`config.mk`:
```
export PLATFORM = sky130hd
export DESIGN_NAME = sysirq_router
export DESIGN_NICKNAME = d
export VERILOG_FILES = /design/src/rtl/sysirq_pkg.sv /design/src/rtl/sysirq_fold.sv /design/src/rtl/sysirq_regs.sv /design/src/rtl/sysirq_route.sv /design/src/rtl/sysirq_router.sv
export SDC_FILE = /design/constraint.sdc
export NUM_CORES = 1
export LEC_CHECK = 0
export ABC_AREA = 1
export CORE_ASPECT_RATIO = 0.75
export CORE_UTILIZATION = 30
export DETAILED_ROUTE_END_ITERATION = 10
export PLACE_DENSITY = 0.66
export RECOVER_POWER = 100
export SETUP_SLACK_MARGIN = 0.5
export SLEW_MARGIN = 20
export SYNTH_ARGS = -nofsm -noshare
export SYNTH_HDL_FRONTEND = slang
export SYNTH_HIERARCHICAL = 1
export SYNTH_SLANG_ARGS = --single-unit
export TNS_END_PERCENT = 1
```
`constraint.sdc`:
```
create_clock -name clk -period 6.4 [get_ports clk]
set_input_delay 1.28 -clock clk [delete_from_list [all_inputs] [get_ports clk]]
set_output_delay 1.28 -clock clk [all_outputs]
set_load 0.01 [all_outputs]
```
`src/rtl/sysirq_pkg.sv`:
```
package sysirq_pkg;
  localparam int SRC_N  = 32;
  localparam int LVL_N  = 16;
  localparam int LVL_W  = 4;
  localparam int TGT_W  = 4;
  localparam int DATA_W = 32;
  localparam int MASTER_BIT = 31;

  // writable disable bits; the rest are stuck disabled
  localparam logic [DATA_W-1:0] WR_MASK  = 32'hF05D_FF80;
  localparam logic [DATA_W-1:0] DIS_INIT = ~WR_MASK;

  // register indices (byte address >> 2)
  localparam int IDX_PEND   = 0;
  localparam int IDX_DIS    = 1;
  localparam int IDX_ENABLE = 2;
  localparam int IDX_MASK   = 3;
  localparam int IDX_TGT    = 4;

  function automatic logic [LVL_W-1:0] src_level(input int unsigned b);
    case (b)
      0, 7:          return 4'd2;
      1, 8:          return 4'd3;
      2, 9:          return 4'd5;
      3, 10:         return 4'd7;
      4, 11, 21:     return 4'd9;
      5, 12, 22:     return 4'd11;
      6, 13, 17:     return 4'd13;
      14, 15:        return 4'd12;
      16:            return 4'd6;
      18:            return 4'd4;
      19:            return 4'd10;
      20:            return 4'd8;
      27, 28, 29, 30: return 4'd15;
      default:       return 4'd0;
    endcase
  endfunction

  function automatic logic [SRC_N-1:0] level_sources(input int unsigned lvl);
    logic [SRC_N-1:0] m;
    m = '0;
    for (int b = 0; b < SRC_N; b++)
      m[b] = (src_level(b) == LVL_W'(lvl)) && (lvl != 0);
    return m;
  endfunction

  function automatic logic [SRC_N-1:0] mapped_sources();
    logic [SRC_N-1:0] m;
    m = '0;
    for (int b = 0; b < SRC_N; b++)
      m[b] = (src_level(b) != '0);
    return m;
  endfunction
endpackage

```
`src/rtl/sysirq_fold.sv`:
```
module sysirq_fold
  import sysirq_pkg::*;
(
  input  logic [SRC_N-1:0] bits_i,
  output logic [LVL_N-1:0] lvl_o
);
  assign lvl_o[0] = 1'b0;
  for (genvar l = 1; l < LVL_N; l++) begin : g_lvl
    localparam logic [SRC_N-1:0] SEL = level_sources(l);
    assign lvl_o[l] = |(bits_i & SEL);
  end
endmodule

```
`src/rtl/sysirq_regs.sv`:
```
module sysirq_regs
  import sysirq_pkg::*;
#(
  parameter int ADDR_W = 5
) (
  input  logic              clk,
  input  logic              rst_n,
  input  logic [SRC_N-1:0]  src_i,
  input  logic [ADDR_W-1:0] bus_addr,
  input  logic              bus_wr,
  input  logic              bus_rd,
  input  logic [DATA_W-1:0] bus_wdata,
  output logic [SRC_N-1:0]  pend_nx,
  output logic [DATA_W-1:0] dis_nx,
  output logic [TGT_W-1:0]  tgt_nx,
  output logic [DATA_W-1:0] rdata_o
);
  localparam int IDX_W = ADDR_W - 2;
  localparam logic [SRC_N-1:0] MAPPED = mapped_sources();

  logic [IDX_W-1:0]  idx;
  logic [SRC_N-1:0]  pend_q, src_q, rise, fall, bus_clr;
  logic [DATA_W-1:0] dis_q, sel, rd_val, rdata_q, rdata_d;
  logic [TGT_W-1:0]  tgt_q;
  logic              wr_en, wr_mask, wr_tgt;

  assign idx     = bus_addr[ADDR_W-1:2];
  assign sel     = bus_wdata & WR_MASK;
  assign wr_en   = bus_wr && (idx == IDX_W'(IDX_ENABLE));
  assign wr_mask = bus_wr && (idx == IDX_W'(IDX_MASK));
  assign wr_tgt  = bus_wr && (idx == IDX_W'(IDX_TGT));

  // pending follows source edges; a bus mask write wins over a rise
  always_comb begin
    rise    = src_i & ~src_q;
    fall    = ~src_i & src_q;
    bus_clr = wr_mask ? sel[SRC_N-1:0] : '0;
    pend_nx = (pend_q | rise) & ~fall & ~bus_clr & MAPPED;
  end

  always_comb begin
    dis_nx = dis_q;
    if (wr_en)   dis_nx = dis_q & ~sel;
    if (wr_mask) dis_nx = dis_q | sel;
    tgt_nx = wr_tgt ? bus_wdata[TGT_W-1:0] : tgt_q;
  end

  always_comb begin
    if (idx == IDX_W'(IDX_PEND))
      rd_val = DATA_W'(pend_q) & ~(DATA_W'(1) << MASTER_BIT);
    else if (idx == IDX_W'(IDX_DIS))
      rd_val = dis_q & WR_MASK;
    else if (idx == IDX_W'(IDX_TGT))
      rd_val = {{(DATA_W-TGT_W){1'b0}}, tgt_q};
    else
      rd_val = '0;
    rdata_d = bus_rd ? rd_val : rdata_q;
  end

  always_ff @(posedge clk or negedge rst_n) begin
    if (!rst_n) begin
      pend_q  <= '0;
      src_q   <= '0;
      dis_q   <= DIS_INIT;
      tgt_q   <= '0;
      rdata_q <= '0;
    end else begin
      pend_q  <= pend_nx;
      src_q   <= src_i;
      dis_q   <= dis_nx;
      tgt_q   <= tgt_nx;
      rdata_q <= rdata_d;
    end
  end

  assign rdata_o = rdata_q;

  // masked sources lose their pending bit
  a_r5_mask_drops_pending: assert property (@(posedge clk) disable iff (!rst_n)
    wr_mask |=> ((pend_q & $past(sel[SRC_N-1:0])) == '0));

  // enable write frees the selected bits
  a_r4_enable_clears: assert property (@(posedge clk) disable iff (!rst_n)
    (wr_en && !wr_mask) |=> ((dis_q & $past(sel)) == '0));

  // target takes the low nibble
  a_r6_target_nibble: assert property (@(posedge clk) disable iff (!rst_n)
    wr_tgt |=> (tgt_q == $past(bus_wdata[TGT_W-1:0])));

  // stuck-disabled bits never open
  a_r4_stuck_bits: assert property (@(posedge clk) disable iff (!rst_n)
    ((dis_q & ~WR_MASK) == DIS_INIT));
endmodule

```
`src/rtl/sysirq_route.sv`:
```
module sysirq_route
  import sysirq_pkg::*;
#(
  parameter int NUM_CPU = 16
) (
  input  logic                     clk,
  input  logic                     rst_n,
  input  logic [TGT_W-1:0]         tgt_i,
  input  logic                     deliver_i,
  input  logic [LVL_N-1:0]         hard_vec_i,
  input  logic [LVL_N-1:0]         disp_vec_i,
  output logic [NUM_CPU*LVL_N-1:0] irl_o,
  output logic [NUM_CPU*LVL_N-1:0] disp_o
);
  logic [NUM_CPU*LVL_N-1:0] irl_d, disp_d, irl_q, disp_q;
  logic [NUM_CPU-1:0]       busy;

  for (genvar c = 0; c < NUM_CPU; c++) begin : g_cpu
    logic hit;
    assign hit = (tgt_i == TGT_W'(c));
    always_comb begin
      irl_d[c*LVL_N +: LVL_N]  = (hit && deliver_i) ? hard_vec_i : '0;
      disp_d[c*LVL_N +: LVL_N] = hit ? disp_vec_i : '0;
    end
    assign busy[c] = |irl_q[c*LVL_N +: LVL_N];
  end

  always_ff @(posedge clk or negedge rst_n) begin
    if (!rst_n) begin
      irl_q  <= '0;
      disp_q <= '0;
    end else begin
      irl_q  <= irl_d;
      disp_q <= disp_d;
    end
  end

  assign irl_o  = irl_q;
  assign disp_o = disp_q;

  // at most one CPU receives hard levels
  a_r8_single_target: assert property (@(posedge clk) disable iff (!rst_n)
    $onehot0(busy));
endmodule

```
`src/rtl/sysirq_router.sv`:
```
module sysirq_router
  import sysirq_pkg::*;
#(
  parameter int NUM_CPU = 16,
  parameter int ADDR_W  = 5
) (
  input  logic                     clk,
  input  logic                     rst_n,
  input  logic [31:0]              src_i,
  input  logic [ADDR_W-1:0]        bus_addr,
  input  logic                     bus_wr,
  input  logic                     bus_rd,
  input  logic [31:0]              bus_wdata,
  output logic [31:0]              bus_rdata,
  output logic [NUM_CPU*16-1:0]    cpu_irl_o,
  output logic [NUM_CPU*16-1:0]    cpu_hard_o
);
  logic [SRC_N-1:0]  pend_nx, live;
  logic [DATA_W-1:0] dis_nx;
  logic [TGT_W-1:0]  tgt_nx;
  logic [LVL_N-1:0]  hard_vec, disp_vec;
  logic              deliver;

  sysirq_regs #(.ADDR_W(ADDR_W)) u_regs (
    .clk(clk), .rst_n(rst_n), .src_i(src_i),
    .bus_addr(bus_addr), .bus_wr(bus_wr), .bus_rd(bus_rd), .bus_wdata(bus_wdata),
    .pend_nx(pend_nx), .dis_nx(dis_nx), .tgt_nx(tgt_nx), .rdata_o(bus_rdata)
  );

  assign live    = pend_nx & ~dis_nx[SRC_N-1:0];
  assign deliver = (|live) && !dis_nx[MASTER_BIT];

  sysirq_fold u_fold_live (.bits_i(live),    .lvl_o(hard_vec));
  sysirq_fold u_fold_raw  (.bits_i(pend_nx), .lvl_o(disp_vec));

  sysirq_route #(.NUM_CPU(NUM_CPU)) u_route (
    .clk(clk), .rst_n(rst_n), .tgt_i(tgt_nx), .deliver_i(deliver),
    .hard_vec_i(hard_vec), .disp_vec_i(disp_vec),
    .irl_o(cpu_irl_o), .disp_o(cpu_hard_o)
  );

  // setting the master bit silences all hard delivery
  a_r9_master_blocks: assert property (@(posedge clk) disable iff (!rst_n)
    (bus_wr && bus_addr[ADDR_W-1:2] == (ADDR_W-2)'(IDX_MASK) && bus_wdata[MASTER_BIT])
    |=> (cpu_irl_o == '0));

  // level 0 is never signalled
  a_r7_no_level0: assert property (@(posedge clk) disable iff (!rst_n)
    (cpu_irl_o[0] == 1'b0) && (cpu_hard_o[0] == 1'b0));
endmodule

```
==> results.py, run 1 <==
metrics = {
    "global_routing": {
        "grt_max_degree": 164,
        "grt_overflow": 0,
        "track_usage": 0.198,
        "grt_pass1_wl_um": 102000,
        "grt_pass1_vias": 15600,
        "antenna_found_initial": 8,
    },
    "sta": {
        "maxSlewViolCount": 180,
        "holdWs_ps": 440,
        "finalSetupViolations": 0,
        "tightest_slew_ps": 2980,
        "period_minus_slack_ps": 5030,
        "hold_viol_final": 0,
        "relSlewSlack": -0.990,
        "setup_tns_ps": 0,
        "fmax_mhz": 199,
        "rsz0062_at_grt": "false",
        "post-route-period-util": 0.786,
        "finClkSkew_ps": 31.9,
    },
    "detailed_routing": {
        "wirelength_um": 69200,
        "drt_iter0_drc": 1008,
        "vias_per_cell": 4.40,
        "drc": 0,
        "wl_per_cell_um": 20.6,
        "route.vias.total": 14800,
        "dr.pass1.iters": 6,
        "ant_nets": 0,
    },
    "clock_network": {
        "clk_pin_slew_worst_paths_ps": 70,
        "cts_tree": "yes",
        "postCtsHoldBufs": 0,
        "post_cts_buffers": 0,
        "cts_resized": 0,
        "clk_root_buffer_cell": "clkbuf_16",
        "insertion_delay_ps": 640,
        "cts_sinks": 616,
        "cts.path.max_buffers": 3,
        "cts_max_level": 2,
        "cts_inserted_buffers": 60,
    },
    "die": {
        "die_x_um": 304,
        "fp.dieH_um": 228,
        "core_area_um2": 67200,
        "io_pins": 617,
        "fp-row-count": 82,
        "initial_core_util": 0.305,
        "die_area_um2": 69400,
    },
    "final_layout": {
        "syn2layout_area_growth_pct": 42.4,
        "drive_above_1_share": 0.0590,
        "num-nets-final": 2504,
    },
    "worst_setup_path": {
        "path_class": "input port to register",
        "setup.worst_path.start_class": "input port",
        "worstPathArrival_ps": 5510,
        "cp-end-kind": "register",
        "crit_required_ps": 6880,
        "cp_max_fo": 24,
    },
    "logic_synthesis": {
        "avgSynthCellArea_um2": 11.1,
        "synth_warnings": 6,
        "synthCells": 1847,
        "synthesis.area_um2": 20500,
    },
    "run_status": {
        "violations": "capacitance limit, slew limit",
        "outcome": "finished, violations left",
    },
    "job": {
        "drv_cap": 3,
    },
    "pwr": {
        "power_mw": 9.03,
        "ir_drop_mv": 0.245,
        "p_leak_nw": 16.5,
        "powerDensity_nw_per_um2": 309,
    },
    "placed_design": {
        "routabilityCongestion": 0.809,
        "portBuffers": 595,
        "place.detailed.hpwl_um": 48200,
    },
    "worst_hold_path": {
        "hp-class": "register to register",
    },
}
sequential cells by signal, summed over array words and instances (netlist names):
signal,cells
u_regs/rdata_o,28
u_route/disp_o,256
u_regs/dis_q,18
u_regs/tgt_q,4
u_regs/pend_q,27
u_route/irl_o,256
u_regs/src_q,27
report_power, final:
group	total [mW]	internal, mW	switching [mW]	leakage, nW
logic	1.28	0.415	0.870	7.17
registers	4.24	4.15	0.0900	8.36
clock network	3.51	1.97	1.54	0.956
total	9.03	6.53	2.50	16.5
routing by layer:
layer  GRT usage  part of all wire
met4      0.0569             0.025
met1       0.249              0.41
met3      0.0706             0.092
met2       0.323              0.47
met5           0           0.00082
final cells by class:
type	instances	area, um^2
antenna	3	7.51
clock buffer	82	1670
timing repair buffer	622	6170
inverter	124	465
sequential	616	15400
fill	6169	38000
multi-input combinational	1007	4070
tap	882	1100
clock inverter	25	283
final timing paths:
| check | startpoint | to | slack (ps) | cells after the start |
|---|---|---|---|---|
| max | bus_addr[2] | u_route/irl_o[86]$_DFF_PN0_ | 1370 | 17 |
| min | u_regs/src_q[4]$_DFF_PN0_ | u_regs/pend_q[4]$_DFF_PN0_ | 440 | 1 |
| max reg2reg | u_regs/src_q[11]$_DFF_PN0_ | u_route/irl_o[86]$_DFF_PN0_ | 3530 | 12 |
| min reg2reg | u_regs/src_q[4]$_DFF_PN0_ | u_regs/pend_q[4]$_DFF_PN0_ | 440 | 1 |
| max in group asynchronous | rst_n | u_route/disp_o[82]$_DFF_PN0_ | 1840 | 2 |
| min in group asynchronous | rst_n | u_route/irl_o[10]$_DFF_PN0_ | 1570 | 1 |
worst max-delay path, stage by stage:
cell and delay, ps:
dlygate4sd3_1 530, clkbuf_1 950, inv_1 210, nor2_2 470, buf_4 360, nand2_1 80
nand2_1 100, inv_1 40, nand2_1 70, nand2_1 50, nor2_1 100, nand2_1 60
nor2_1 150, a21oi_1 100, buf_4 220, nand3_1 590, nor2_1 90
stage by stage:
step	setup slack [ps]	area [um^2]	util	std cells
6_report	1370	29200	0.434	3361
5_1_grt	1020	29200	0.434	3359
4_1_cts	2280	29200	0.435	3358
3_5_place_dp	1610	27300	0.406	3251
3_3_place_gp	1650	27300	0.406	3251
2_1_floorplan	2970	20600	-	1872
cell usage in the layout, fill, tap and decap left out, types with 4 or more instances in the layout:
cell type        instances
inv_2                    8
clkbuf_8                 9
nor2_4                   5
or2_1                    5
nand3_1                 61
nand4_1                 18
clkdlybuf4s50_1         26
nand2_1                254
buf_4                   19
dfrtp_1                616
clkbuf_16               60
conb_1                  29
a21oi_1                 45
or2_0                    5
nor2_2                   4
clkinvlp_4               4
o21ai_0                  8
clkinv_2                11
nor2_1                 561
inv_1                  116
clkbuf_1                17
nand2_2                 11
dlygate4sd3_1          568
No activity file was read; power rests on OpenSTA's default activity.
==> inputs of run 2 (changes only) <==
- PLACE_DENSITY: 0.66 -> 0.68
- clock period: 6.4 -> 4.1 ns (I/O delays scaled with it)
==> results.py, run 2 (same netlist as run 1, synthesis figures left out) <==
metrics = {
    "placed_design": {
        "portBuffers": 595,
        "routabilityCongestion": 0.812,
        "place.detailed.hpwl_um": 48900,
        "place_ws_ps": 289,
    },
    "sta": {
        "post-route-period-util": 0.840,
        "rsz0062_at_grt": "false",
        "holdWs_ps": 459,
        "tightest_slew_ps": 3010,
        "maxSlewViolCount": 97,
        "hold_viol_final": 0,
        "fmax_mhz": 290,
        "period_minus_slack_ps": 3440,
        "relSlewSlack": -1.01,
        "finClkSkew_ps": 23.4,
        "finalSetupViolations": 0,
        "setup_tns_ps": 0,
        "fin_ws_ps": 656,
    },
    "detailed_routing": {
        "wl_per_cell_um": 20.1,
        "route.vias.total": 14900,
        "vias_per_cell": 4.38,
        "dr.pass1.iters": 5,
        "drc": 0,
        "ant_nets": 0,
        "drt_iter0_drc": 867,
        "wirelength_um": 68400,
    },
    "pwr": {
        "powerDensity_nw_per_um2": 474,
        "power.internal_mw": 10.1,
        "combPwrFrac": 0.146,
        "p_sw_mw": 3.85,
        "pwr-share-clk": 0.380,
        "seqPwrFrac": 0.474,
        "ir_drop_mv": 0.391,
        "swShare": 0.276,
        "p_leak_nw": 16.6,
    },
    "die": {
        "die_area_um2": 69400,
        "core_area_um2": 67200,
        "fp.dieH_um": 228,
        "die_x_um": 304,
        "io_pins": 617,
        "fp-row-count": 82,
        "initial_core_util": 0.305,
    },
    "worst_setup_path": {
        "crit_buf_inv": 5,
        "crit_top_cell": "nor2_1",
        "r2r_cells": 14,
        "cp_max_fo": 16,
        "setup.worst_path.start_class": "input port",
        "critPathTopFamily": "buffers and inverters",
        "r2r_end": "u_route/irl_o[124]$_DFF_PN0_",
        "cp_slowest_cell": "dlygate4sd3_1",
        "crit_required_ps": 4640,
        "crit_chain": "dlygate4sd3_1, inv_1, nand3_1, nor2_1, buf_4, a21oi_1, nand2_1, nand2_1, nor2_1, nand2_1, nor2_1, a21oi_1, buf_4, nand3_1, clkbuf_2, nor2_1",
        "path_class": "input port to register",
        "rrSetupSlack_ps": 1570,
        "max_stage_delay_ps": 790,
        "cp-end-kind": "register",
        "timing.rr.start": "u_regs/pend_q[11]$_DFF_PN0_",
        "worstPathArrival_ps": 3990,
    },
    "worst_hold_path": {
        "hold_end": "u_regs/pend_q[2]$_DFF_PN0_",
        "holdPathStages": 1,
        "hp-class": "register to register",
        "min_from": "u_regs/src_q[2]$_DFF_PN0_",
    },
    "final_layout": {
        "finish.utilization": 0.437,
        "layout_common_cells": "616 x dfrtp_1, 569 x dlygate4sd3_1, 566 x nor2_1",
        "final_common_cell": "dfrtp_1",
        "drive_above_1_share": 0.0629,
        "multi_input_area_um2": 4030,
        "syn2layout_area_growth_pct": 43.3,
        "num-nets-final": 2551,
        "seq_area_um2": 15400,
        "nFillCells": 6168,
    },
    "clock_network": {
        "cts_inserted_buffers": 58,
        "clk_pin_slew_worst_paths_ps": 60,
        "cts_max_level": 2,
        "cts_resized": 0,
        "cts.path.max_buffers": 3,
        "cts_sinks": 616,
        "insertion_delay_ps": 630,
        "post_cts_buffers": 0,
        "clk_root_buffer_cell": "clkbuf_16",
        "cts_tree": "yes",
        "postCtsHoldBufs": 0,
    },
    "global_routing": {
        "antenna_found_initial": 3,
        "grt_max_degree": 102,
        "track_usage": 0.197,
        "grt_overflow": 0,
        "grt_pass1_vias": 15100,
        "grt_pass1_wl_um": 101000,
    },
    "job": {
        "drv_cap": 1,
    },
    "run_status": {
        "violations": "capacitance limit, slew limit",
        "outcome": "finished, violations left",
    },
}
run 2: cell type report:
class,instances,area share
Clock inverter,23,0.00792
Inverter,124,0.0158
Tap cell,882,0.0376
Multi-Input combinational cell,1007,0.137
Clock buffer,85,0.0562
Timing Repair Buffer,671,0.221
Sequential cell,616,0.525
Antenna cell,1,0.0000851
run 2: layer usage:
layer	routed length, um	track usage	part of all wire
met4	1690	0.0566	0.025
met5	14	0	0.00020
met2	32200	0.316	0.47
met3	6130	0.0642	0.090
met1	28400	0.255	0.41
run 2: worst max-delay path by stage:
stage | from | end | slack (ps) | cells past startpoint
floorplan | bus_addr[4] | u_route/irl_o[197]$_DFF_PN0_ | 1130 | 17
global placement | bus_wr | u_route/disp_o[38]$_DFF_PN0_ | 270 | 9
detailed placement | bus_wr | u_route/disp_o[44]$_DFF_PN0_ | 290 | 11
CTS | bus_wr | u_route/disp_o[41]$_DFF_PN0_ | 940 | 11
global route | bus_addr[4] | u_route/disp_o[90]$_DFF_PN0_ | 350 | 10
finish | bus_addr[4] | u_route/irl_o[124]$_DFF_PN0_ | 660 | 16
run 2: worst reg2reg max path: stages (launching register included):
cell and delay, ps:
dfrtp_1 370, inv_1 70, nor2_1 80, a21oi_1 60, a21oi_1 330, nand2_1 140
nand2_1 90, nor2_1 40, nand2_1 70, nor2_1 50, a21oi_1 140, buf_4 250
nand3_1 120, clkbuf_2 420, nor2_1 240
run 2: per-stage QoR:
step | instances | cell area (um^2) | total power [mW]
final | 3409 | 29400 | 13.9
after global routing | 3408 | 29400 | 14.5
after CTS | 3408 | 29600 | 14.3
after detailed placement | 3300 | 27700 | 8.94
after global placement | 3300 | 27700 | 8.91
after floorplan | 1872 | 20600 | 7.59
run 2: power groups by stage:
stage / clock network (mW) / registers [mW] / logic [mW]
after floorplan: 0 / 6.87 / 0.717
final: 5.30 / 6.61 / 2.03
after CTS: 5.42 / 6.63 / 2.21
after global placement: 0 / 6.72 / 2.19
after global routing: 5.68 / 6.65 / 2.22
after detailed placement: 0 / 6.74 / 2.20
